==> config.mk <==
export PLATFORM = sky130hd
export DESIGN_NAME = pll_rate_calc
export DESIGN_NICKNAME = d
export VERILOG_FILES = /design/src/rtl/pll_rate_pkg.sv /design/src/rtl/pll_field_decode.sv /design/src/rtl/pll_operand_gen.sv /design/src/rtl/pll_seq_div.sv /design/src/rtl/pll_rate_calc.sv
export SDC_FILE = /design/constraint.sdc
export NUM_CORES = 1
export LEC_CHECK = 0
export CAP_MARGIN = 20
export CORE_MARGIN = 10
export CORE_UTILIZATION = 45
export CTS_CLUSTER_DIAMETER = 50
export DETAILED_ROUTE_END_ITERATION = 10
export PLACE_DENSITY = 0.6
export SLEW_MARGIN = 15
export SYNTH_ARGS = -nofsm -noshare
export SYNTH_HDL_FRONTEND = slang
export SYNTH_SLANG_ARGS = --single-unit
==> constraint.sdc <==
create_clock -name clk_i -period 4.1 [get_ports clk_i]
set_input_delay 1.23 -clock clk_i [delete_from_list [all_inputs] [get_ports clk_i]]
set_output_delay 1.23 -clock clk_i [all_outputs]
set_load 0.05 [all_outputs]
==> src/rtl/pll_rate_pkg.sv <==
package pll_rate_pkg;

    localparam int PD_BIT    = 0;
    localparam int BYP_BIT   = 1;
    localparam int ODIV_LSB  = 2;
    localparam int ODIV_W    = 2;
    localparam int IDIV_LSB  = 4;
    localparam int IDIV_W    = 5;
    localparam int FBDIV_LSB = 9;
    localparam int FBDIV_W   = 7;

    typedef struct packed {
        logic               pwr_down;
        logic               bypass;
        logic [ODIV_W-1:0]  out_code;
        logic [IDIV_W-1:0]  in_code;
        logic [FBDIV_W-1:0] fb_code;
    } pll_fields_t;

    typedef enum logic [0:0] {
        ST_IDLE = 1'b0,
        ST_RUN  = 1'b1
    } calc_state_t;

endpackage

==> src/rtl/pll_field_decode.sv <==
module pll_field_decode
    import pll_rate_pkg::*;
#(
    parameter int WORD_W = 32
) (
    input  logic [WORD_W-1:0] word_i,
    output pll_fields_t       fields_o
);

    always_comb begin
        fields_o.pwr_down = word_i[PD_BIT];
        fields_o.bypass   = word_i[BYP_BIT];
        fields_o.out_code = word_i[ODIV_LSB  +: ODIV_W];
        fields_o.in_code  = word_i[IDIV_LSB  +: IDIV_W];
        fields_o.fb_code  = word_i[FBDIV_LSB +: FBDIV_W];
    end

endmodule

==> src/rtl/pll_operand_gen.sv <==
module pll_operand_gen
    import pll_rate_pkg::*;
#(
    parameter int FREQ_W = 32,
    parameter int PROD_W = 64
) (
    input  pll_fields_t       fields_i,
    input  logic [FREQ_W-1:0] ref_i,
    output logic [PROD_W-1:0] dividend_o,
    output logic [PROD_W-1:0] divisor_o
);

    localparam int FB_EFF_W = FBDIV_W + 2;
    localparam int IN_EFF_W = IDIV_W + 1;
    localparam int N_SHIFT  = 2 ** ODIV_W;
    localparam int DIVR_W   = IN_EFF_W + N_SHIFT - 1;

    logic [FB_EFF_W-1:0] fb_eff;
    logic [IN_EFF_W-1:0] in_eff;
    logic [DIVR_W-1:0]   shift_cand [N_SHIFT];

    always_comb begin
        fb_eff = (FB_EFF_W'(fields_i.fb_code) + FB_EFF_W'(1)) << 1;
        in_eff = IN_EFF_W'(fields_i.in_code) + IN_EFF_W'(1);
    end

    for (genvar g = 0; g < N_SHIFT; g++) begin : g_out_div
        assign shift_cand[g] = DIVR_W'(in_eff) << g;
    end

    always_comb begin
        dividend_o = PROD_W'(ref_i) * PROD_W'(fb_eff);
        divisor_o  = PROD_W'(shift_cand[fields_i.out_code]);
    end

endmodule

==> src/rtl/pll_seq_div.sv <==
module pll_seq_div #(
    parameter int W = 64
) (
    input  logic         clk_i,
    input  logic         rst_ni,
    input  logic         load_i,
    input  logic [W-1:0] dividend_i,
    input  logic [W-1:0] divisor_i,
    output logic         busy_o,
    output logic         valid_o,
    output logic [W-1:0] quot_o
);

    localparam int CNT_W = $clog2(W);

    typedef struct packed {
        logic             busy;
        logic             valid;
        logic [CNT_W-1:0] cnt;
        logic [W-1:0]     rem;
        logic [W-1:0]     quo;
        logic [W-1:0]     dvs;
    } div_state_t;

    div_state_t s_d, s_q;
    logic [W:0] trial;
    logic       take;

    always_comb begin
        s_d     = s_q;
        s_d.valid = 1'b0;
        trial   = {s_q.rem, s_q.quo[W-1]};
        take    = (trial >= {1'b0, s_q.dvs});
        if (load_i && !s_q.busy) begin
            s_d.busy = 1'b1;
            s_d.cnt  = '0;
            s_d.rem  = '0;
            s_d.quo  = dividend_i;
            s_d.dvs  = divisor_i;
        end else if (s_q.busy) begin
            if (take) begin
                s_d.rem = W'(trial - {1'b0, s_q.dvs});
            end else begin
                s_d.rem = trial[W-1:0];
            end
            s_d.quo = {s_q.quo[W-2:0], take};
            s_d.cnt = s_q.cnt + CNT_W'(1);
            if (s_q.cnt == CNT_W'(W - 1)) begin
                s_d.busy  = 1'b0;
                s_d.valid = 1'b1;
            end
        end
    end

    always_ff @(posedge clk_i or negedge rst_ni) begin
        if (!rst_ni) begin
            s_q <= '0;
        end else begin
            s_q <= s_d;
        end
    end

    assign busy_o  = s_q.busy;
    assign valid_o = s_q.valid;
    assign quot_o  = s_q.quo;

    // the divider reports each quotient for a single cycle
    a_r7_valid_pulse: assert property (@(posedge clk_i) disable iff (!rst_ni)
        valid_o |=> !valid_o);

    // a zero divisor never reaches the divider
    a_r5_divisor_nonzero: assert property (@(posedge clk_i) disable iff (!rst_ni)
        load_i |-> divisor_i != '0);

    // a new division starts its step count from zero
    a_r6_busy_starts_clean: assert property (@(posedge clk_i) disable iff (!rst_ni)
        $rose(busy_o) |-> s_q.cnt == '0);

endmodule

==> src/rtl/pll_rate_calc.sv <==
module pll_rate_calc
    import pll_rate_pkg::*;
#(
    parameter int WORD_W = 32,
    parameter int FREQ_W = 32,
    parameter int PROD_W = 64
) (
    input  logic              clk_i,
    input  logic              rst_ni,
    input  logic              start_i,
    input  logic [WORD_W-1:0] ctrl_word_i,
    input  logic [FREQ_W-1:0] ref_freq_i,
    output logic [FREQ_W-1:0] freq_o,
    output logic              done_o,
    output logic              pwr_down_o,
    output logic              bypass_o
);

    typedef struct packed {
        calc_state_t       state;
        logic [FREQ_W-1:0] freq;
        logic              done;
        logic              pd;
        logic              byp;
    } top_state_t;

    top_state_t  r_d, r_q;
    pll_fields_t fields;
    logic [PROD_W-1:0] dividend, divisor, quot;
    logic div_load, div_busy, div_valid;

    pll_field_decode #(.WORD_W(WORD_W)) u_decode (
        .word_i   (ctrl_word_i),
        .fields_o (fields)
    );

    pll_operand_gen #(.FREQ_W(FREQ_W), .PROD_W(PROD_W)) u_operands (
        .fields_i   (fields),
        .ref_i      (ref_freq_i),
        .dividend_o (dividend),
        .divisor_o  (divisor)
    );

    pll_seq_div #(.W(PROD_W)) u_div (
        .clk_i      (clk_i),
        .rst_ni     (rst_ni),
        .load_i     (div_load),
        .dividend_i (dividend),
        .divisor_i  (divisor),
        .busy_o     (div_busy),
        .valid_o    (div_valid),
        .quot_o     (quot)
    );

    always_comb begin
        r_d      = r_q;
        r_d.done = 1'b0;
        div_load = 1'b0;
        unique case (r_q.state)
            ST_IDLE: begin
                if (start_i) begin
                    r_d.pd  = fields.pwr_down;
                    r_d.byp = fields.bypass;
                    if (fields.pwr_down) begin
                        r_d.freq = '0;
                        r_d.done = 1'b1;
                    end else if (fields.bypass) begin
                        r_d.freq = ref_freq_i;
                        r_d.done = 1'b1;
                    end else begin
                        div_load  = 1'b1;
                        r_d.state = ST_RUN;
                    end
                end
            end
            ST_RUN: begin
                if (div_valid) begin
                    r_d.freq  = quot[FREQ_W-1:0];
                    r_d.done  = 1'b1;
                    r_d.state = ST_IDLE;
                end
            end
            default: r_d.state = ST_IDLE;
        endcase
    end

    always_ff @(posedge clk_i or negedge rst_ni) begin
        if (!rst_ni) begin
            r_q <= '0;
        end else begin
            r_q <= r_d;
        end
    end

    assign freq_o     = r_q.freq;
    assign done_o     = r_q.done;
    assign pwr_down_o = r_q.pd;
    assign bypass_o   = r_q.byp;

    // a power-down result is always zero
    a_r3_pd_zero: assert property (@(posedge clk_i) disable iff (!rst_ni)
        done_o && pwr_down_o |-> freq_o == '0);

    // bypass passes the reference sampled with the start
    a_r2_bypass_ref: assert property (@(posedge clk_i) disable iff (!rst_ni)
        done_o && !pwr_down_o && bypass_o |-> freq_o == $past(ref_freq_i));

    // a start during a division leaves the flags alone
    a_r8_busy_ignore: assert property (@(posedge clk_i) disable iff (!rst_ni)
        (r_q.state == ST_RUN) && start_i |=> $stable(pwr_down_o) && $stable(bypass_o));

    // no done while the divider is still working
    a_r6_no_early_done: assert property (@(posedge clk_i) disable iff (!rst_ni)
        (r_q.state == ST_RUN) && !div_valid |=> !done_o);

    // the divider is never reloaded while running
    a_r8_no_reload: assert property (@(posedge clk_i) disable iff (!rst_ni)
        div_busy |-> !div_load);

endmodule

==> flow_summary.yaml <==
run_status:
  status: "complete, but fails checks"
  failed_checks: "negative setup slack"
global_route:
  grt_max_degree: 95
  overflow: 0
  grtUsageTotal_pct: 20.4
  grt_pass1_vias: 15000
  grt_pass1_wl_mm: 78.5
  antenna_found_initial: 0
cts:
  cts_buffers: 17
  clk_path_buf_depth: 2
  cts_tree: "yes"
  htreeDepth: 4
  clkLatencyLatePin_ns: 0.46
  clock-sinks: 181
  cts-root-buf: "clkbuf_16"
  clk_pin_slew_ns: 0.09
critical_path:
  end_kind: "flop"
  start_kind: "input port"
  worst_r2r_path_depth: 11
  arrival_ns: 6.58
  crit_top_cell: "fa_1"
  max_stage_delay_ns: 0.51
  required_ns: 4.42
  critPathSlowestCell: "fa_1"
  worstSetupPathType: "in -> reg"
  path_buf_inv: 9
  cp_max_fo: 4
  cp_top_family: "adder cells"
  cp_num_cells: 28
sta:
  setup_ws_ns: -2.16
  slew_violations: 0
  fin_skew_ns: 0.0178
  fin_crit_sh_pct: 153
  fmax_mhz: 160
  maxSlewHeadroom_pct: 38.1
  setup_violations: 36
  fin_crit_ns: 6.26
  hold_viol: 0
  tightestPinTransition_ns: 0.929
  grt_setup_unrepaired: "yes"
min_path:
  hold_class: "reg -> reg"
  hold_depth: 1
drt:
  vias: 14400
  drc: 0
  drtIter0Drc: 1007
  drt-total-wl_mm: 47.1
  postRouteAntennaNets: 0
  met3WireLength_mm: 1.84
  met2_wirelength_mm: 22.9
  m1WireLength_mm: 21.3
  maxUsedRoutingLayer: "met4"
  dr.pass1.iters: 10
  wl_per_cell_um: 17.5
  via_per_inst: 5.33
final_layout:
  n_fill_cell: 3393
  multi_input_area_um2: 12700
  instances_no_fill: 2697
  area_growth_pct: 28.2
  regArea_um2: 4530
  nNetsFinal: 2486
  fin_util_pct: 58.1
  antennaDiodeCount: 0
  drive_gt1_share_pct: 23.4
  final_area_um2: 22400
yosys:
  synth_edf_count: 0
  synth_compound_area_share_pct: 12.0
  synthFlopType: "dfrtp_1"
  synth_warnings: 0
  async_flop_share_pct: 100
  synthMuxAreaShare_pct: 2.27
  synthAdderAreaFrac_pct: 25.9
  syn_area_per_cell_um2: 8.94
  synth-seq-cells: 181
  synth_top_family_by_area: "adder cells"
  synth_fp_nets: 2276
  synth.distinct_cells: 59
  yosysSeqAreaShare_pct: 25.9
  yosys.area_share.simple_pct: 20.0
  synth_cells: 1956
  synth_area_um2: 17500
  synth_xor_area_share_pct: 4.96
job:
  maxCapViolCount: 0
placement:
  post_dp_cell_area_um2: 20200
  dp.cells: 2617
  portBuffers: 85
  hpwl_mm: 34.3
  place.gp.congestion: 0.879
die:
  io_pins: 102
  die_area_um2: 47100
  die_x_um: 217
  num_rows: 72
  die_y_um: 217
  coreArea_um2: 38600
  start_util_pct: 45.3
power:
  p_leak_nw: 10.3
  power_density_nw_per_um2: 563
  peakVddDrop_mv: 0.464
[cells in the final DEF, fill, tap and decap left out, types with 15 or more instances in the layout]
cell / instances
nor4_1: 16
nand3_1: 15
o21ai_0: 73
a222oi_1: 32
clkbuf_16: 18
inv_2: 24
and2_4: 24
dfrtp_1: 180
nand2b_1: 42
a22o_1: 29
nor2b_1: 55
mux2i_1: 25
buf_6: 40
ha_1: 46
buf_4: 177
xor2_1: 58
clkdlybuf4s50_1: 77
nor3_1: 20
ha_4: 26
fa_1: 169
and2_1: 97
nor2_1: 57
a21oi_1: 38
xnor2_1: 25
inv_1: 231
o21ai_1: 34
nand2_1: 235
[report_power, final]
group          switching [mW]  internal, mW
clock network           0.844         0.814
registers                   0          1.78
logic                    4.54          4.64
total                    5.38          7.24
[final cells by class]
type                    count  share of cell area [%]
multi-input cells        1390                    56.6
flip-flops and latches    181                    20.2
well taps                 518                    2.89
inverters                 256                    4.30
repair buffers            320                    13.3
clock buffers              17                    1.90
clock inverters            15                   0.715
[cells in the mapped netlist, drive strengths merged, types with 4 or more instances]
library cell  count  area (um2)
o21ai           120         601
inv             256         961
xor2             63         552
or4               9        75.1
a211oi           12        90.1
fa              181        3620
nand2b           44         275
ha               72         901
nand3            24         120
o221ai            4        35.0
o21bai            9        67.6
o21a              4        30.0
and2            122         763
nor2             66         248
nand4             9        56.3
o31ai             7        52.6
nor3b             6        45.0
buf              38         273
dfrtp           181        4530
nand4b            4        35.0
nor3             26         150
a21o             13        97.6
mux2             13         146
o211ai            8        60.1
a31oi             5        31.3
xnor2            36         315
clkbuf           92         345
nor2b            72         450
nand3b            4        30.0
nor4             17         121
o31a              5        43.8
a21oi            59         295
or3              13        81.3
or2               4        25.0
a222oi           32         320
mux2i            25         250
nand2           248         931
a22o             29         254
[sequential cells by signal, summed over array words and instances (netlist names)]
signal and count:
u_div.s_q 79, u_div.quot_o 64, freq_o 32, bypass_o 1
done_o 1, pwr_down_o 1, r_q 1, u_div.busy_o 1
u_div.valid_o 1
[stage by stage]
step	power [mW]	TNS (ns)	hold slack [ns]	worst slack [ns]
6_report	12.6	-58.55	0.483	-2.16
5_1_grt	13.6	-65.28	0.503	-2.31
4_1_cts	11.8	-56.34	0.485	-2.06
3_5_place_dp	8.55	-98.70	0.459	-3.29
3_3_place_gp	8.48	-95.90	0.436	-3.20
2_1_floorplan	6.12	-57.05	0.416	-2.21
[cell families after synthesis]
| kind of cell | Yosys count |
|---|---|
| XOR/XNOR | 99 |
| AND/OR/NAND/NOR | 678 |
| buffers and inverters | 386 |
| flip-flops | 181 |
| AO/OA/AOI/OAI | 321 |
| multiplexers | 38 |
| adder cells (fa/ha/maj) | 253 |
[worst paths after layout]
kind	from	end	slack, ns
max reg2reg	u_div.s_q[139]	u_div.s_q[188]	0.35
min reg2reg	u_div.valid_o	r_q[35]	0.48
max in group asynchronous	rst_ni	u_div.quot_o[33]	2.42
min in group asynchronous	rst_ni	freq_o[6]	0.83
min	u_div.valid_o	r_q[35]	0.48
max	ctrl_word_i[9]	u_div.quot_o[35]	-2.16
[worst register-to-register path, cell delays in order (launching register included)]
cell and delay (ns):
dfrtp_1 0.41, or4_1 0.56, or3_1 0.40, nor4_1 0.40, buf_4 0.19, a211o_1 0.15
and3b_1 0.22, or3_1 0.46, nor3_1 0.44, nand2_1 0.12, xor2_1 0.16, mux2i_1 0.09
[what timing repair did]
item	in CTS	in global routing
setup buffers	33	16
setup endpoints to repair	36	36
pin swaps	176	112
hold buffers	0	0
gates cloned	4	1
resized for setup	231	93
[per-layer routing]
| layer | vias to the layer above | track usage [%] |
|---|---|---|
| li1 | 6766 | - |
| met5 | - | 0 |
| met3 | 65 | 2.88 |
| met4 | 0 | 6.46 |
| met1 | 7206 | 27.1 |
| met2 | 326 | 33.8 |
No activity file was read; power rests on OpenSTA's default activity.
